## config.mk

```make
export PLATFORM = sky130hd
export DESIGN_NAME = refclk_edge_gen
export DESIGN_NICKNAME = d
export VERILOG_FILES = /design/src/rtl/refclk_pkg.sv /design/src/rtl/refclk_frame_tap.sv /design/src/rtl/refclk_valid_win.sv /design/src/rtl/refclk_edge_gen.sv
export SDC_FILE = /design/constraint.sdc
export NUM_CORES = 1
export LEC_CHECK = 0
export ABC_AREA = 1
export BUFFER_PORTS_ARGS = -buffer_cell sky130_fd_sc_hd__buf_2
export CORE_AREA = 2 2 153 155
export DETAILED_ROUTE_END_ITERATION = 8
export DIE_AREA = 0 0 155 157
export PLACE_DENSITY = 0.87
export SLEW_MARGIN = 30
export SYNTH_ARGS = -nofsm -noshare
export SYNTH_HDL_FRONTEND = slang
export SYNTH_SLANG_ARGS = --single-unit
```

## constraint.sdc

```tcl
create_clock -name clk -period 3.83 [get_ports clk]
set_input_delay 0.766 -clock clk [delete_from_list [all_inputs] [get_ports clk]]
set_output_delay 0.766 -clock clk [all_outputs]
set_load 0.005 [all_outputs]
```

## src/rtl/refclk_pkg.sv

```systemverilog
package refclk_pkg;

    localparam int TIME_W = 32;

    typedef enum logic [1:0] {
        SRC_INT = 2'd0,
        SRC_A   = 2'd1,
        SRC_B   = 2'd2,
        SRC_RSV = 2'd3
    } src_sel_e;

    typedef enum logic [1:0] {
        ST_INIT  = 2'd0,
        ST_FREE  = 2'd1,
        ST_TRACK = 2'd2
    } edge_st_e;

    // true when time a has reached or passed time b, across wrap
    function automatic logic t_reached(input logic [TIME_W-1:0] a,
                                       input logic [TIME_W-1:0] b);
        return $signed(a - b) >= 0;
    endfunction

    // true when time a lies strictly after time b, across wrap
    function automatic logic t_after(input logic [TIME_W-1:0] a,
                                     input logic [TIME_W-1:0] b);
        return $signed(a - b) > 0;
    endfunction

endpackage

```

## src/rtl/refclk_frame_tap.sv

```systemverilog
// Derives sample events from an eight-channel word stream: one event at the
// middle of the frame and one at its end.
module refclk_frame_tap #(
    parameter int CH = 8
) (
    input  logic clk,
    input  logic rst_n,
    input  logic sync_i,
    input  logic word_i,
    output logic evt_o
);
    localparam int IW = $clog2(CH + 1);

    logic [IW-1:0] idx_q;
    logic [IW-1:0] idx_inc;

    assign idx_inc = idx_q + IW'(1);
    assign evt_o   = word_i && !sync_i &&
                     ((idx_inc == IW'(CH / 2)) || (idx_inc == IW'(CH)));

    always_ff @(posedge clk or negedge rst_n) begin
        if (!rst_n) begin
            idx_q <= '0;
        end else if (sync_i) begin
            idx_q <= '0;
        end else if (word_i) begin
            idx_q <= (idx_inc == IW'(CH)) ? '0 : idx_inc;
        end
    end
endmodule

```

## src/rtl/refclk_valid_win.sv

```systemverilog
// Counts events between detection ticks and grades the count against a range.
module refclk_valid_win #(
    parameter int VMIN = 3,
    parameter int VMAX = 8
) (
    input  logic clk,
    input  logic rst_n,
    input  logic evt_i,
    input  logic tick_i,
    output logic valid_o
);
    localparam int VW = $clog2(VMAX + 2);

    logic [VW-1:0] cnt_q;

    always_ff @(posedge clk or negedge rst_n) begin
        if (!rst_n) begin
            cnt_q   <= '0;
            valid_o <= 1'b0;
        end else if (tick_i) begin
            valid_o <= (cnt_q >= VW'(VMIN)) && (cnt_q <= VW'(VMAX));
            cnt_q   <= evt_i ? VW'(1) : '0;
        end else if (evt_i && (cnt_q <= VW'(VMAX))) begin
            cnt_q <= cnt_q + VW'(1);
        end
    end
endmodule

```

## src/rtl/refclk_edge_gen.sv

```systemverilog
module refclk_edge_gen
    import refclk_pkg::*;
#(
    parameter int INCR   = 1000,
    parameter int MARGIN = 50,
    parameter int SPT_A  = 16,
    parameter int SPT_B  = 8,
    parameter int VMIN   = 12,
    parameter int VMAX   = 20,
    parameter int CH_B   = 8
) (
    input  logic        clk,
    input  logic        rst_n,
    input  logic [31:0] time_now,
    input  logic [1:0]  mode_sel,
    input  logic        a_smp,
    input  logic        b_sync,
    input  logic        b_word,
    output logic        ref_clk,
    output logic        det_tick,
    output logic [1:0]  src_valid
);
    localparam int          SPT_MAX = (SPT_A > SPT_B) ? SPT_A : SPT_B;
    localparam int          CW      = $clog2(SPT_MAX + 2);
    localparam int          NSRC    = 2;
    localparam logic [31:0] INCR_T  = 32'(INCR);
    localparam logic [31:0] HALF_T  = 32'(INCR / 2);
    localparam logic [31:0] LATE_T  = 32'(INCR + MARGIN);
    localparam logic [31:0] EARLY_T = 32'(INCR - MARGIN);

    edge_st_e       st_q, st_d;
    logic [31:0]    last_q, nxt_edge_q, nxt_det_q;
    logic [CW-1:0]  cnt_q, cnt_inc, spt_sel;
    logic           ref_q, tick_q;
    logic [NSRC-1:0] src_evt;
    logic           ext_evt, ext_ok, local_due, det_due, gate_ok;

    // per-source sample event recovery
    assign src_evt[0] = a_smp;

    refclk_frame_tap #(.CH(CH_B)) u_tap (
        .clk    (clk),
        .rst_n  (rst_n),
        .sync_i (b_sync),
        .word_i (b_word),
        .evt_o  (src_evt[1])
    );

    for (genvar s = 0; s < NSRC; s++) begin : g_win
        refclk_valid_win #(.VMIN(VMIN), .VMAX(VMAX)) u_win (
            .clk     (clk),
            .rst_n   (rst_n),
            .evt_i   (src_evt[s]),
            .tick_i  (tick_q),
            .valid_o (src_valid[s])
        );
    end

    // source selection
    always_comb begin
        ext_evt = 1'b0;
        ext_ok  = 1'b0;
        spt_sel = CW'(SPT_A);
        unique case (src_sel_e'(mode_sel))
            SRC_A: begin
                ext_evt = src_evt[0];
                ext_ok  = src_valid[0];
                spt_sel = CW'(SPT_A);
            end
            SRC_B: begin
                ext_evt = src_evt[1];
                ext_ok  = src_valid[1];
                spt_sel = CW'(SPT_B);
            end
            SRC_INT, SRC_RSV: begin
                ext_ok  = 1'b0;
            end
        endcase
    end

    assign local_due = t_reached(time_now, nxt_edge_q);
    assign det_due   = t_reached(time_now, nxt_det_q);
    assign gate_ok   = t_after(time_now, last_q + EARLY_T);
    assign cnt_inc   = cnt_q + CW'(1);

    // next state
    always_comb begin
        st_d = st_q;
        unique case (st_q)
            ST_INIT:  st_d = ST_FREE;
            ST_FREE:  if (ext_ok)  st_d = ST_TRACK;
            ST_TRACK: if (!ext_ok) st_d = ST_FREE;
            default:  st_d = ST_INIT;
        endcase
    end

    // state register
    always_ff @(posedge clk or negedge rst_n) begin
        if (!rst_n) st_q <= ST_INIT;
        else        st_q <= st_d;
    end

    // edge scheduling and outputs
    always_ff @(posedge clk or negedge rst_n) begin
        if (!rst_n) begin
            ref_q      <= 1'b0;
            tick_q     <= 1'b0;
            last_q     <= '0;
            nxt_edge_q <= '0;
            nxt_det_q  <= '0;
            cnt_q      <= '0;
        end else begin
            unique case (st_q)
                ST_INIT: begin
                    tick_q     <= 1'b0;
                    last_q     <= time_now;
                    nxt_edge_q <= time_now + INCR_T;
                    nxt_det_q  <= time_now + HALF_T;
                    cnt_q      <= '0;
                end
                ST_FREE, ST_TRACK: begin
                    tick_q <= det_due;
                    if (det_due) nxt_det_q <= nxt_det_q + INCR_T;
                    if (local_due) begin
                        ref_q      <= ~ref_q;
                        last_q     <= nxt_edge_q;
                        nxt_edge_q <= nxt_edge_q + INCR_T;
                        nxt_det_q  <= nxt_edge_q + HALF_T;
                        cnt_q      <= '0;
                    end else if (st_q == ST_TRACK && ext_ok && ext_evt) begin
                        if (cnt_inc >= spt_sel) begin
                            if (gate_ok) begin
                                ref_q      <= ~ref_q;
                                last_q     <= time_now;
                                nxt_edge_q <= time_now + LATE_T;
                                cnt_q      <= '0;
                            end else begin
                                cnt_q <= spt_sel;
                            end
                        end else begin
                            cnt_q <= cnt_inc;
                        end
                    end else if (st_q == ST_FREE) begin
                        cnt_q <= '0;
                    end
                end
                default: begin
                    tick_q <= 1'b0;
                end
            endcase
        end
    end

    assign ref_clk  = ref_q;
    assign det_tick = tick_q;

endmodule

```

==> flow_summary.json <==
{
  "clock_sinks": 121,
  "n_antenna_cell": 0,
  "final_core_util_pct": 72.0,
  "vdd_drop_max_mv": 0.666,
  "r2r_slack_ns": 0.36,
  "register_area_sq_um": 3030,
  "fmax_mhz": 280,
  "layout-drive-gt1-share_pct": 7.06,
  "route.detailed.drc": 0,
  "layout.nets": 2670,
  "syn_nets": 2590,
  "postCtsSetupBuffers": 0,
  "synthFlopType": "dfrtp_1",
  "final_common_cell": "nand2_1",
  "dieHeight_um": 157,
  "postCtsHoldBufs": 0,
  "fin_worst_skew_ns": 0.0136,
  "clk_latency_ns": 0.45,
  "setup_viol": 0,
  "grt_first_pass_wirelength_um": 80600,
  "grt_antenna_before_repair": 1,
  "startpoint": "time_now[12]",
  "area.growth.synth_to_final_pct": 10.9,
  "worst_pin_slew_ns": 0.856,
  "report.power.total_uw": 15500,
  "grt_overflow_total": 0,
  "ios": 43,
  "power_leakage_uw": 0.00879,
  "htree_num_levels": 4,
  "dieArea_sq_um": 24300,
  "synth_area_per_cell_sq_um": 6.09,
  "critPathMaxFanout": 21,
  "cts-buffers-inserted": 17,
  "ys_ff_latch": 121,
  "post_drt_wl_per_cell_um": 18.8,
  "synth-seq-area-share_pct": 20.7,
  "synth_edf_count": 0,
  "ys.warnings.count": 0,
  "start_util_pct": 65.0,
  "grt_max_degree": 66,
  "totalWireLength_um": 52100,
  "layout_common_cells": "nand2_1 (814), inv_1 (366), nand3_1 (203), nor2_1 (173), ha_1 (151)",
  "synth_cell_type_count": 43,
  "cts_tree": "yes",
  "drt-pass1-iter-count": 6,
  "ff2ff_path_depth": 20,
  "synthArstFlopShare_pct": 100,
  "final.fill_count": 1890,
  "required_ns": 4.20,
  "crit_type": "in2reg",
  "coreArea_sq_um": 22500,
  "gp_congestion": 1.10,
  "cp-start-kind": "input pin",
  "crit_path_end_kind": "flop",
  "syn_inst": 2399,
  "drtIter0Drc": 1916,
  "reg2reg_from": "last_q[1]",
  "cts_resized": 0,
  "placement.io_buffers": 42,
  "fin_crit_ns": 3.57,
  "hpwl_um": 40600,
  "grt_pass1_vias": 15100,
  "cts.reportedPaths.clkPinSlew_ns": 0.07,
  "vias": 16200,
  "r2r-end": "last_q[10]",
  "crit_end": "last_q[10]",
  "drv_cap": 0,
  "root_buffer": "clkbuf_16",
  "worstPathArrival_ns": 3.94,
  "die_w_um": 155,
  "relSlewSlack_pct": 42.5,
  "final_max_slew_viol_count": 0,
  "multi_input_area_sq_um": 9860,
  "num_rows": 55,
  "cts.path.max_buffers": 2,
  "ant_nets": 0,
  "via_per_inst": 5.85,
  "outcome": "complete, no violations",
  "hold_viol_final": 0,
  "grt.total_usage_pct": 43.3,
  "rsz0062_at_grt": "no",
  "fin_crit_sh_pct": 93.2,
  "hold_class": "in2async",
  "syn_area_sq_um": 14600,
  "power_density_nw_per_um2": 959
}
-- logic make-up (layout without fill, tap and decap cells) --
logic type                 after synthesis  after routing  synth area share, %
and+or+nand+nor                       1306           1306                 36.9
AOI/OAI and AO/OA                      242            242                 9.25
DFF                                    121            121                 20.7
adders and majority gates              152            152                 13.1
xor gates and xnor gates               137            137                 8.21
buffers and inverters                  441            534                 11.9
-- state kept, by name, indices dropped and copies added (netlist names) --
name                 flops
last_q                  32
u_tap.idx_q              4
st_q                     2
nxt_det_q               32
cnt_q                    5
ref_clk                  1
det_tick                 1
g_win.u_win.valid_o      2
nxt_edge_q              32
g_win.u_win.cnt_q       10
-- stage by stage --
stage / instance area (sq um) / hold WS (ns) / TNS, ns / cells / setup slack [ns]
2_1_floorplan: 14600 / 0.442 / 0 / 2399 / 0.403
4_1_cts: 16200 / 0.446 / 0 / 2777 / 0.353
3_3_place_gp: 15600 / 0.458 / 0 / 2745 / 0.00407
5_1_grt: 16200 / 0.491 / 0 / 2777 / 0.0154
3_5_place_dp: 15600 / 0.464 / -2.13 / 2745 / -0.0571
6_report: 16200 / 0.424 / 0 / 2777 / 0.259
-- cells in the mapped netlist (3+ instances only) --
cell type,number,share of area [%]
o21ai_0,104,3.6
nand3b_1,4,0.21
clkbuf_1,37,0.95
o211ai_1,32,1.6
o21a_1,3,0.15
clkinv_1,7,0.18
and3_1,3,0.13
nor3_1,49,1.7
dfrtp_1,121,21
xor2_1,126,7.5
a21oi_1,74,2.5
ha_1,151,13
nand2_2,5,0.21
o31ai_1,4,0.21
nor4_1,7,0.30
xnor2_1,11,0.66
and2_1,6,0.26
buf_4,8,0.41
inv_1,366,9.4
buf_6,6,0.46
buf_1,6,0.15
buf_2,9,0.31
nor2_2,5,0.21
nand2_1,814,21
nor2_1,175,4.5
nand4_1,32,1.4
o21ai_1,13,0.44
nand3_1,203,6.9
-- power by group --
group          leakage [uW]  internal, uW  switching, uW
Combinational       0.00699          3850           7640
Sequential          0.00153          1890            532
Clock              0.000276           868            766
Total               0.00879          6610           8930
-- worst min-delay path by stage --
stage               startpoint            to  slack [ns]  cells past startpoint
global placement     last_q[7]     last_q[7]        0.46                      2
global route         last_q[2]     last_q[2]        0.49                      2
finish                   rst_n  nxt_det_q[3]        0.42                      1
detailed placement   last_q[2]     last_q[2]        0.46                      2
floorplan            last_q[2]     last_q[2]        0.44                      2
CTS                      rst_n  nxt_det_q[4]        0.45                      1
-- per-layer routing --
| metal | GRT usage [%] | part of all wire (%) | up-vias |
|---|---|---|---|
| met5 | 0 | 0 | - |
| met4 | 25.6 | 6.3 | 0 |
| met3 | 10.3 | 11 | 205 |
| met2 | 68.1 | 43 | 962 |
| met1 | 54.2 | 39 | 7307 |
| li1 | - | - | 7766 |
-- worst max-delay path: stages --
cell and delay [ns]:
buf_2 0.11, inv_1 0.21, ha_1 0.20, inv_1 0.04, ha_1 0.38, nand2_1 0.18
nor2_2 0.20, inv_2 0.08, nor2_2 0.16, nand4_1 0.26, nand4_1 0.14, nand2_1 0.08
nor2_1 0.09, nand2_1 0.06, nor2_1 0.12, nand3_1 0.10, nand2_2 0.09, nand2_2 0.11
nand2_2 0.19, buf_12 0.18, nand2_1 0.09, nand2_1 0.09
-- cell type report --
class / instances / share of cell area (%)
inverter: 375 / 8.68
clock buffer: 17 / 2.62
clock inverter: 15 / 0.926
sequential: 121 / 18.7
tap: 285 / 2.20
multi-input combinational: 1837 / 60.8
timing repair buffer: 127 / 6.10
Power figures use the tool's default switching activity.
